[config.mk]
export PLATFORM = sky130hd
export DESIGN_NAME = lvl_resolver
export DESIGN_NICKNAME = d
export VERILOG_FILES = /design/src/rtl/lvl_resolver_pkg.sv /design/src/rtl/lvl_pend_merge.sv /design/src/rtl/lvl_scan.sv /design/src/rtl/lvl_nest_guard.sv /design/src/rtl/lvl_resolver.sv
export SDC_FILE = /design/constraint.sdc
export NUM_CORES = 1
export LEC_CHECK = 0
export BUFFER_PORTS_ARGS = -buffer_cell sky130_fd_sc_hd__clkbuf_2
export CAP_MARGIN = 20
export CORE_ASPECT_RATIO = 0.7
export CORE_MARGIN = 1.5
export CORE_UTILIZATION = 48
export DETAILED_ROUTE_END_ITERATION = 12
export PLACE_DENSITY_LB_ADDON = 0.05
export SYNTH_ARGS = -nofsm -noshare
export SYNTH_HDL_FRONTEND = slang
export SYNTH_SLANG_ARGS = --single-unit
[constraint.sdc]
create_clock -name clk -period 3.7 [get_ports clk]
set_input_delay 0.185 -clock clk [delete_from_list [all_inputs] [get_ports clk]]
set_output_delay 0.185 -clock clk [all_outputs]
set_load 0.01 [all_outputs]
[src/rtl/lvl_resolver_pkg.sv]
// Package: shared constants for the interrupt level resolver.
// Assumes an 8-bit trap-type index whose upper nibble names the group.
package lvl_resolver_pkg;
    localparam int unsigned TT_W       = 8;
    localparam int unsigned CTT_W      = 9;
    localparam logic [TT_W-1:0]  LVL_TT_BASE = 8'h40;
    localparam logic [CTT_W-1:0] GRP_MASK    = 9'h1F0;
    localparam logic [CTT_W-1:0] GRP_LVL     = 9'h040;

    // Build a trap type from a level number.
    function automatic logic [TT_W-1:0] mk_tt(input logic [3:0] lvl);
        return LVL_TT_BASE | {4'h0, lvl};
    endfunction
endpackage

[src/rtl/lvl_pend_merge.sv]
// Merges external levels and software bits into one pending vector.
// The two timer-match software bits are removed from their own positions
// and folded onto FOLD_LVL. Assumes SOFT_W > LVL_W and both match bits < SOFT_W.
module lvl_pend_merge #(
    parameter int unsigned LVL_W    = 16,
    parameter int unsigned SOFT_W   = 17,
    parameter int unsigned TICK_B   = 0,
    parameter int unsigned STICK_B  = 16,
    parameter int unsigned FOLD_LVL = 14
) (
    input  logic [LVL_W-1:0]  ext_lvl,
    input  logic [SOFT_W-1:0] soft_int,
    output logic [SOFT_W-1:0] pend
);
    logic [SOFT_W-1:0] match_msk;
    logic [SOFT_W-1:0] fold_bit;
    logic              any_match;

    // Purpose: locate the timer-match bits and the fold level.
    always_comb begin
        match_msk          = '0;
        match_msk[TICK_B]  = 1'b1;
        match_msk[STICK_B] = 1'b1;
        any_match          = |(soft_int & match_msk);
        fold_bit           = '0;
        fold_bit[FOLD_LVL] = any_match;
    end

    // Purpose: form the merged pending set.
    always_comb begin
        pend = {{(SOFT_W-LVL_W){1'b0}}, ext_lvl} | (soft_int & ~match_msk) | fold_bit;
    end
endmodule

[src/rtl/lvl_scan.sv]
// Finds the highest pending level strictly above the threshold.
// Assumes LVL_W is a power of two so the threshold spans all levels.
module lvl_scan #(
    parameter int unsigned LVL_W = 16,
    localparam int unsigned THR_W = $clog2(LVL_W)
) (
    input  logic [LVL_W-1:0] pend,
    input  logic [THR_W-1:0] thresh,
    output logic             hit,
    output logic [THR_W-1:0] lvl
);
    logic [LVL_W-1:0] qual;

    // One qualifier per level: pending and above the threshold.
    for (genvar g = 0; g < LVL_W; g++) begin : g_qual
        assign qual[g] = pend[g] && (THR_W'(g) > thresh);
    end

    // Purpose: priority pick, the highest qualified level wins.
    always_comb begin
        lvl = '0;
        for (int i = 0; i < LVL_W; i++) begin
            if (qual[i]) lvl = THR_W'(i);
        end
        hit = |qual;
    end
endmodule

[src/rtl/lvl_nest_guard.sv]
// Decides whether a new level request must be held back because an
// external-interrupt trap of higher type is being serviced.
// Assumes cur_tt is meaningful only when trap_lvl is nonzero.
module lvl_nest_guard
    import lvl_resolver_pkg::*;
#(
    parameter int unsigned TL_W = 3
) (
    input  logic [TL_W-1:0]  trap_lvl,
    input  logic [CTT_W-1:0] cur_tt,
    input  logic [TT_W-1:0]  cand_tt,
    output logic             hold_off
);
    // Purpose: compare the serviced trap against the candidate.
    always_comb begin
        hold_off = (trap_lvl != '0)
                && ((cur_tt & GRP_MASK) == GRP_LVL)
                && (cur_tt > {{(CTT_W-TT_W){1'b0}}, cand_tt});
    end
endmodule

[src/rtl/lvl_resolver.sv]
// Top of the interrupt level resolver: merges sources, tests the threshold,
// picks a level, applies the nesting guard and latches request and trap type.
// Assumes synchronous inputs; outputs follow one clock after the inputs.
module lvl_resolver
    import lvl_resolver_pkg::*;
#(
    parameter int unsigned LVL_W  = 16,
    parameter int unsigned SOFT_W = 17,
    parameter int unsigned TL_W   = 3,
    localparam int unsigned THR_W = $clog2(LVL_W)
) (
    input  logic              clk,
    input  logic              rst_n,
    input  logic [LVL_W-1:0]  ext_lvl,
    input  logic [SOFT_W-1:0] soft_int,
    input  logic [THR_W-1:0]  thresh,
    input  logic              int_en,
    input  logic              vec_busy,
    input  logic [TL_W-1:0]   trap_lvl,
    input  logic [CTT_W-1:0]  cur_tt,
    output logic              irq_req,
    output logic [TT_W-1:0]   irq_tt
);
    logic [SOFT_W-1:0] pend;
    logic [SOFT_W+1:0] limit;
    logic              below;
    logic              hit;
    logic [THR_W-1:0]  lvl;
    logic [TT_W-1:0]   cand_tt;
    logic              hold_off;
    logic              req_nx;
    logic [TT_W-1:0]   tt_nx;

    lvl_pend_merge #(.LVL_W(LVL_W), .SOFT_W(SOFT_W)) u_merge (
        .ext_lvl (ext_lvl),
        .soft_int(soft_int),
        .pend    (pend)
    );

    lvl_scan #(.LVL_W(LVL_W)) u_scan (
        .pend  (pend[LVL_W-1:0]),
        .thresh(thresh),
        .hit   (hit),
        .lvl   (lvl)
    );

    // Purpose: threshold limit test on the whole pending set.
    always_comb begin
        limit   = (SOFT_W+2)'(2) << thresh;
        below   = {2'b00, pend} < limit;
        cand_tt = mk_tt(4'(lvl));
    end

    lvl_nest_guard #(.TL_W(TL_W)) u_guard (
        .trap_lvl(trap_lvl),
        .cur_tt  (cur_tt),
        .cand_tt (cand_tt),
        .hold_off(hold_off)
    );

    // Purpose: next request and trap type from the decision order.
    always_comb begin
        req_nx = irq_req;
        tt_nx  = irq_tt;
        if (!vec_busy) begin
            if (below || !int_en) begin
                req_nx = 1'b0;
                tt_nx  = '0;
            end else if (hit && !hold_off && (cand_tt != irq_tt)) begin
                req_nx = 1'b1;
                tt_nx  = cand_tt;
            end
        end
    end

    // Purpose: output registers with synchronous active-low reset.
    always_ff @(posedge clk) begin
        if (!rst_n) begin
            irq_req <= 1'b0;
            irq_tt  <= '0;
        end else begin
            irq_req <= req_nx;
            irq_tt  <= tt_nx;
        end
    end
endmodule

# ---- Word-level counts from Yosys, hierarchy flattened
# Cells that the tools add are included.
dict set report word_totals {
  ff_bits 9
  output_inout_bits 9
  word_cells 73
}
dict set report classes {
  magnitude_cmp 18
  n_eq_ne 2
  shift 1
  muxes 19
  bitwise 3
  reduce_logical 28
}
# cell n
set op_table {}
lappend op_table {{greater-than comparator 4 bit (first input constant)} 8}
lappend op_table {{2-to-1 mux 4 bit} 8}
lappend op_table {{logical AND 1 bit} 20}
lappend op_table {{less-than comparator 17 x 19 -> 1 bit} 1}
lappend op_table {{<< shifter 2 x 4 -> 19 bit (first input constant)} 1}
lappend op_table {{greater-than comparator 3 x 4 -> 1 bit (first input constant)} 4}
lappend op_table {{2-to-1 mux 8 bit} 2}
lappend op_table {{bitwise OR 16 x 15 -> 16 bit} 1}
lappend op_table {{bitwise OR 16 bit} 1}
lappend op_table {{OR reduction 16 bit} 1}
lappend op_table {{2-to-1 mux 3 bit} 4}
lappend op_table {{greater-than comparator 9 x 7 -> 1 bit} 1}
lappend op_table {{greater-than comparator 1 x 4 -> 1 bit (first input constant)} 2}
lappend op_table {{greater-than comparator 2 x 4 -> 1 bit (first input constant)} 2}
lappend op_table {{!= test 7 x 8 -> 1 bit} 1}
lappend op_table {{equality test 5 x 3 -> 1 bit (second input constant)} 1}
lappend op_table {{2-to-1 mux 2 bit} 2}
lappend op_table {{2-to-1 mux 1 bit} 3}
lappend op_table {{nonzero test 3 bit} 1}
lappend op_table {{zero test 1 bit} 2}
lappend op_table {{AND reduction 2 bit} 1}
lappend op_table {{nonzero test 2 bit} 1}
lappend op_table {{OR reduction 2 bit} 1}
lappend op_table {{logical OR 1 bit} 1}
lappend op_table {{inverter 1 bit} 1}

# ---- Longest topological paths before layout
# Gate-level depths: netlist of run 1.
dict set report depth {
  depth_word 25
  ltp_mapped 14
  depth_no_buf 13
}

# ---- Hierarchy
# Synthesis of run 1 repeated with hierarchy kept, for this count alone.
dict set report hier_totals {
  hier_cells 205
  area_unflattened_um2 1485.2
}
# module n_inst cells_per_inst area_per_inst_um2 seq_area_each_um2
set modules_own_cells {}
lappend modules_own_cells {lvl_resolver 1 86 703.2 100.1}
lappend modules_own_cells {lvl_scan 1 67 434.2 0.0}
lappend modules_own_cells {lvl_nest_guard 1 34 234.0 0.0}
lappend modules_own_cells {lvl_pend_merge 1 18 113.9 0.0}

# ---- Least setup slack after synthesis of run 1
# No wires, ideal clock.
dict set report synth_path {
  path_type {input -> register}
  startpoint {in thresh[0]}
  endpoint {reg irq_tt[2]}
  setup_ps 72
  arrival_ps 2819
  required_ps 3628
  setup_slack_ps 810
  cell_stages 13
  n_path_buf 1
  path_cell_list {buf_6 o21bai_1 a311oi_2 a2111oi_1 o41a_1 ha_1 nor2b_1 o21a_1 o21ai_0 a21oi_1 a311o_1 a41oi_2 mux2i_1}
}
dict set report synth_between {
  elab_chain_cells 24
}
# item line
set synth_lines {}
lappend synth_lines {{start: declaration} lvl_resolver.sv:16} ;# input logic [THR_W-1:0] thresh,
lappend synth_lines {{greater-than comparator 1 x 4 -> 1 bit} lvl_scan.sv:16} ;# assign qual[g] = pend[g] && (THR_W'(g) > thresh);
lappend synth_lines {{logical AND 1 bit} lvl_scan.sv:16}
lappend synth_lines {{2-to-1 mux 1 bit} lvl_scan.sv:23} ;# if (qual[i]) lvl = THR_W'(i);
lappend synth_lines {{2-to-1 mux 2 bit (2 in a row)} lvl_scan.sv:23}
lappend synth_lines {{2-to-1 mux 3 bit (4 in a row)} lvl_scan.sv:23}
lappend synth_lines {{2-to-1 mux 4 bit (8 in a row)} lvl_scan.sv:23}
lappend synth_lines {{greater-than comparator 9 x 7 -> 1 bit} lvl_nest_guard.sv:18} ;# && (cur_tt > {{(CTT_W-TT_W){1'b0}}, cand_tt});
lappend synth_lines {{logical AND 1 bit} lvl_nest_guard.sv:18}
lappend synth_lines {{zero test 1 bit} lvl_resolver.sv:69} ;# end else if (hit && !hold_off && (cand_tt != irq_tt)) begin
lappend synth_lines {{logical AND 1 bit (2 in a row)} lvl_resolver.sv:69}
lappend synth_lines {{nonzero test 2 bit (no source line)} n/a}
lappend synth_lines {{AND reduction 2 bit (no source line)} n/a}
lappend synth_lines {{end signal: assignment} lvl_resolver.sv:83} ;# irq_tt <= tt_nx;
lappend synth_lines {{end: declaration} lvl_resolver.sv:22} ;# output logic [TT_W-1:0] irq_tt
# Several ways; a longest one is shown, not always the timed one. The select of a mux whose other input is x is not followed.
# A chain may end at the register's enable or synchronous reset.

# ---- Worst setup path in the final report of run 1
dict set report layout_path {
  startpoint {in thresh[1]}
  endpoint {reg irq_tt[2]}
}
# Same word-level chain as after synthesis.

==> metrics.md, run 1 <==
| Metric | Value |
|---|---|
| GPL Wtd Cong | 0.837 |
| Outcome | finished, final reports clean |
| Area Growth Syn to Fin | 22.0% |
| Final WL | 3.76 mm |
| Most frequent cells after synthesis | nor2_1 (23), nand2_1 (20), ha_1 (19) |
| Drt first-iter violations | 92 |
| Resized cells post-CTS | 0 |
| Largest register FFs | 5 |
| Routed WL per cell | 13.0 um |
| Post-layout net count | 326 |
| Slew HR | 48.6% |
| Crit share post-route | 85.7% |
| Maxcap violations | 0 |
| Chip Height | 48.6 um |
| Total CTS buffers | 3 |
| Post-synth top area cell | ha_1 |
| Sequential area share after synthesis | 7.02% |
| Skew final | 0.00239 ns |
| Die area | 0.00331 mm^2 |
| # fillers | 268 |
| DRT Pass-1 Iters | 4 |
| Max Root-Sink Buffers | 2 |
| DP Wirelength | 3.17 mm |
| Ant. Diodes | 0 |
| CTS tree | yes |
| FMAX | 315 MHz |
| Setup TNS | 0 ns |
| Ys Warns | 0 |
| Core area | 0.00280 mm^2 |
| Final setup violation count | 0 |
| H-tree lvl count | 1 |
| Post-synthesis instance area | 0.00143 mm^2 |
| Clock Latency Late Sink | 0.23 ns |
| Startpoint Class | primary input |
| Clk sinks | 5 |
| Gr ovfl total | 0 |
| Post-synth top flop | dfxtp_1 |
| Hold Buf Count CTS | 0 |
| # DRC | 0 |
| Root Buffer | clkbuf_8 |
| Slew Limit Fails | 0 |
| Fraction of registers with async set/reset | 0% |
| Ranking of synthesized cells by area | ha_1 (17%), dfxtp_1 (7.0%), nor2_1 (6.1%) |
| Port Buffers | 57 |
| Register bit count reported by yosys | 5 |
| Post-DRT Antenna Nets | 0 |
| Setup Crit Path Kind | in2reg |
| GRT Total Usage | 24.2% |
| Synth top area share | 16.7% |
| Cells after Synth | 200 |
| Vias in the first global route | 1,302 |
| Post-route setup slack | 0.527 ns |
| DR vias | 1,581 |
| # rows | 16 |
| Setup repair bufs after CTS | 0 |
| Largest net degree at the start of global routing | 16 |
| Share of layout cells above drive strength 1 | 31.6% |
| Count of cell types in the netlist | 55 |
| Worst Setup End Kind | register |
| Worst Max-Slew Pin Slew | 0.767 ns |
| Top-level I/O count | 62 |
| Maximum vdd drop | 0.000216 V |
| Clock-pin slew on the worst setup and hold paths | 0.04 ns |
| Die width | 68.2 um |
| Most common cell in the netlist | nor2_1 |
| DP Worst Slack | 0.342 ns |
| Biggest regs | irq_tt (5) |
| Final Hold Fails | 0 |
| CP Data Required Time | 3.87 ns |
| CP arrival | 3.34 ns |
| Mean Syn Cell Area | 7.13 um^2 |
| Most flops, register | irq_tt |
| Vias per inst | 5.47 |
| First-pass GRT wire length | 6.08 mm |
| Initial antenna violation count | 0 |
| Lkg Pwr | 0.791 nW |
| Starting Density | 50.9% |
| Hold Crit Class | in2reg |
| RSZ-0062 raised after global routing | no |
| PwrDens | 189 mW/mm^2 |
| Crit Path Max Fanout | 14 |
| Post-layout minimum cycle time | 3.17 ns |
| Number of synthesized flops with an enable pin | 0 |
-- cell usage in the layout, fill, tap and decap left out, types with 2 or more instances in the layout --
master | netlist | routed
clkbuf_8 | 0 | 3
a2bb2oi_1 | 2 | 2
conb_1 | 1 | 3
nor2b_1 | 5 | 5
o311ai_0 | 2 | 2
and2_1 | 5 | 5
clkbuf_2 | 0 | 57
o21bai_1 | 4 | 4
nor2_1 | 23 | 23
and3_1 | 2 | 2
mux2i_1 | 4 | 4
a21o_1 | 6 | 6
o21ai_0 | 11 | 11
nand2b_1 | 2 | 2
nand2_1 | 20 | 20
a211oi_1 | 2 | 2
inv_1 | 13 | 13
a2111oi_0 | 2 | 2
ha_1 | 19 | 19
nand3_1 | 2 | 2
or2_2 | 12 | 12
or4_1 | 2 | 2
a21boi_0 | 2 | 2
nor3_1 | 3 | 3
a21oi_1 | 11 | 11
o31ai_1 | 2 | 2
dfxtp_1 | 5 | 5
a2111oi_1 | 2 | 2
-- critical path, stage by stage --
cell       delay (ns)
clkbuf_2         0.24
and2_1           0.27
o32ai_1          0.11
a2111oi_0        0.58
o221ai_1         0.23
a21o_1           0.26
ha_1             0.28
a41oi_1          0.11
nand4_1          0.11
a21oi_1          0.05
a311o_1          0.42
a41oi_2          0.27
mux2i_1          0.20
-- layout make-up --
class                   instances  area, um^2  share of cell area [%]
flip-flops and latches          5         100                    5.75
well taps                      36        45.0                    2.59
repair buffers                 57         285                    16.4
inverters                      13        48.8                    2.80
multi-input cells             174        1220                    69.9
clock buffers                   4        45.0                    2.59
-- metrics by stage --
stage	utilization [%]	power (W)	cells	hold slack (ns)	instance area, um^2
global placement	60.5	0.000216	285	0.495	1700
floorplan	-	0.000165	202	0.487	1430
finish	62.1	0.000329	289	0.410	1740
CTS	62.1	0.000330	289	0.413	1740
global route	62.1	0.000358	289	0.433	1740
detailed placement	60.5	0.000217	285	0.497	1700
-- where the power goes --
part           total (W)  switching [W]  internal, W
combinational   0.000154      0.0000847    0.0000698
clock           0.000111      0.0000361    0.0000748
sequential     0.0000635     0.00000508    0.0000585
-- logic make-up (layout without fill, tap and decap cells) --
| logic type | after synthesis | after routing | share of synthesized area, % |
|---|---|---|---|
| mux | 4 | 4 | 2.81 |
| simple gates | 85 | 85 | 31.6 |
| compound gates | 63 | 63 | 33.4 |
| other cells | 1 | 3 | 0.263 |
| flops | 5 | 5 | 7.02 |
| buf+inv | 23 | 74 | 8.25 |
| fa+ha+maj | 19 | 19 | 16.7 |
-- metal layers --
metal	up-vias	track usage, %	wire [um]
met2	67	30.1	1420
met5	-	0	0
met3	2	4.88	318
met1	673	40.8	2000
met4	0	5.00	23
li1	839	-	-
-- final timing paths --
| check | startpoint | to | slack [ns] | cells after the start |
|---|---|---|---|---|
| worst min-delay path | rst_n | irq_tt[3] | 0.41 | 5 |
| worst min register to register | irq_tt[6] | irq_tt[6] | 0.50 | 2 |
| worst max-delay path | thresh[1] | irq_tt[2] | 0.53 | 13 |
| worst max register to register | irq_tt[3] | irq_tt[2] | 2.27 | 5 |
Note: power is estimated with default switching activity, not from simulation.
==> inputs of run 2 (changes only) <==
- BUFFER_PORTS_ARGS: -buffer_cell sky130_fd_sc_hd__clkbuf_2 -> default
- CORE_UTILIZATION: 48 -> 50
- CTS_BUF_LIST: default -> sky130_fd_sc_hd__clkbuf_16
- DONT_BUFFER_PORTS: default -> 1
==> run 2 against run 1 <==
Register-to-register slack got worse by 0.11 ns. Maximum frequency increased by 2.5%. Cell count down 20%. Utilization down 4.7 points. First-iteration DRC count decreased by 29%. Sequential cell count unchanged. Global-route usage about the same. Power grew 9.2%. Final area down 15%. Hold slack lost 0.022 ns. Non-clock buffer count shrank 57. Via count is 6.9% lower.
==> metrics.md, run 2 (synthesis results as in run 1) <==
| Metric | Value |
|---|---|
| RSZ-0062 raised after global routing | no (unchanged) |
| Clock-pin slew on the worst setup and hold paths | 0.03 ns (was 0.04 ns) |
| Power Total | 0.000359 W (was 0.000329 W) |
| CP Data Required Time | 3.85 ns (was 3.87 ns) |
| Routed WL per cell | 16.1 um (was 13.0 um) |
| Setup Crit Path Kind | in2reg (unchanged) |
| # rows | 15 (was 16) |
| Gr ovfl total | 0 (unchanged) |
| Final WL | 3.71 mm (was 3.76 mm) |
| # DRC | 0 (unchanged) |
| Maximum vdd drop | 0.000200 V (was 0.000216 V) |
| # fillers | 247 (was 268) |
| Hold Buf Count CTS | 0 (unchanged) |
| Crit share post-route | 83.7% (was 85.7%) |
| PwrDens | 242 mW/mm^2 (was 189 mW/mm^2) |
| Die area | 0.00319 mm^2 (was 0.00331 mm^2) |
| Placement Cell Area | 0.00141 mm^2 (was 0.00170 mm^2) |
| Slew Limit Fails | 0 (unchanged) |
| Setup TNS | 0 ns (unchanged) |
| Fin util | 57.4% (was 62.1%) |
| Skew final | 0.000615 ns (was 0.00239 ns) |
| Worst Setup End Kind | register (unchanged) |
| Max Root-Sink Buffers | 2 (unchanged) |
| Root Buffer | clkbuf_16 (was clkbuf_8) |
| First-pass GRT wire length | 5.69 mm (was 6.08 mm) |
| Chip Height | 47.7 um (was 48.6 um) |
| H-tree lvl count | 1 (unchanged) |
| GRT Total Usage | 24.2% (about the same) |
| DRT Pass-1 Iters | 4 (unchanged) |
| Post-layout net count | 269 (was 326) |
| Slew HR | 44.1% (was 48.6%) |
| Clock Latency Late Sink | 0.23 ns (about the same) |
| DP Wirelength | 3.17 mm (about the same) |
| Post-layout minimum cycle time | 3.10 ns (was 3.17 ns) |
| Area Growth Syn to Fin | 4.21% (was 22.0%) |
| Largest register FFs | 5 (unchanged) |
| Top-level I/O count | 62 (unchanged) |
| Largest net degree at the start of global routing | 16 (unchanged) |
| Final Instance Area | 0.00149 mm^2 (was 0.00174 mm^2) |
| Startpoint Class | primary input (unchanged) |
| Worst Max-Slew Pin Slew | 0.834 ns (was 0.767 ns) |
| Setup repair bufs after CTS | 0 (unchanged) |
| Maxcap violations | 0 (unchanged) |
| Resized cells post-CTS | 0 (unchanged) |
| CP arrival | 3.24 ns (was 3.34 ns) |
| Outcome | finished, final reports clean (unchanged) |
| Vias per inst | 6.40 (was 5.47) |
| Final setup violation count | 0 (unchanged) |
| Starting Density | 55.1% (was 50.9%) |
| Most flops, register | irq_tt (unchanged) |
| GPL Wtd Cong | 0.891 (was 0.837) |
| Finished Layout Cells | 230 (was 289) |
| FMAX | 323 MHz (was 315 MHz) |
| Clk sinks | 5 (unchanged) |
| Biggest regs | irq_tt (5) (unchanged) |
| Ant. Diodes | 0 (unchanged) |
| Drt first-iter violations | 65 (was 92) |
| Vias in the first global route | 1,247 (was 1,302) |
| Initial antenna violation count | 0 (unchanged) |
| Port Buffers | 0 (was 57) |
| Commonest non-fill, non-tap cell in the layout | nor2_1 (was clkbuf_2) |
| Commonest cells after routing, fill and taps aside | nor2_1 (23), nand2_1 (20), ha_1 (19) (was clkbuf_2 (57), nor2_1 (23), nand2_1 (20)) |
| Crit Path Max Fanout | 5 (was 14) |
| # placed instances | 226 (was 285) |
| CTS tree | yes (unchanged) |
| Share of layout cells above drive strength 1 | 11.7% (was 31.6%) |
| Total CTS buffers | 3 (unchanged) |
| Hold Crit Class | in2reg (unchanged) |
| DR vias | 1,472 (was 1,581) |
| Lkg Pwr | 0.572 nW (was 0.791 nW) |
| Final Hold Fails | 0 (unchanged) |
| Core area | 0.00259 mm^2 (was 0.00280 mm^2) |
| Post-DRT Antenna Nets | 0 (unchanged) |
| Die width | 66.8 um (was 68.2 um) |
[run 2: worst paths after layout]
path	from	endpoint	slack, ns	cells past startpoint
worst max-delay path	soft_int[7]	irq_tt[2]	0.60	12
worst max register to register	irq_tt[0]	irq_tt[2]	2.16	6
worst min-delay path	vec_busy	irq_tt[6]	0.39	2
worst min register to register	irq_tt[3]	irq_tt[3]	0.58	2
[run 2: area by class of cell]
class                      count  area (um^2)  area share (%)
clock buffer                   3         75.1            5.05
clock inverter                 1         3.75           0.253
inverter                      13         48.8            3.28
multi-input combinational    174         1220            81.8
sequential                     5          100            6.73
tap                           34         42.5            2.86
[run 2: stage by stage]
stage,hold slack (ns),worst slack [ns]
detailed placement,0.533,0.515
global placement,0.535,0.524
finish,0.388,0.604
global route,0.412,0.401
CTS,0.385,0.665
floorplan,0.487,0.810
[run 2: report_power, final]
group          internal (W)  leakage [nW]  switching (W)
Sequential        0.0000586        0.0414     0.00000814
Combinational     0.0000491         0.488      0.0000649
Clock              0.000140        0.0423      0.0000382
Total              0.000248         0.572       0.000111
[run 2: metal layers]
metal	up-vias	GRT usage, %	wire, um
met1	659	34.0	1720
met2	82	39.6	1570
met5	-	0	0
met4	0	4.08	16
li1	729	-	-
met3	2	4.71	406
[run 2: critical path, cell delays in order]
cell and delay (ns):
or2_2 0.29, and3_1 0.24, a2111oi_0 0.52, o221ai_1 0.23
a21o_1 0.27, ha_1 0.29, a41oi_1 0.11, nand4_1 0.11
a21oi_1 0.05, a311o_1 0.42, a41oi_2 0.28, mux2i_1 0.24
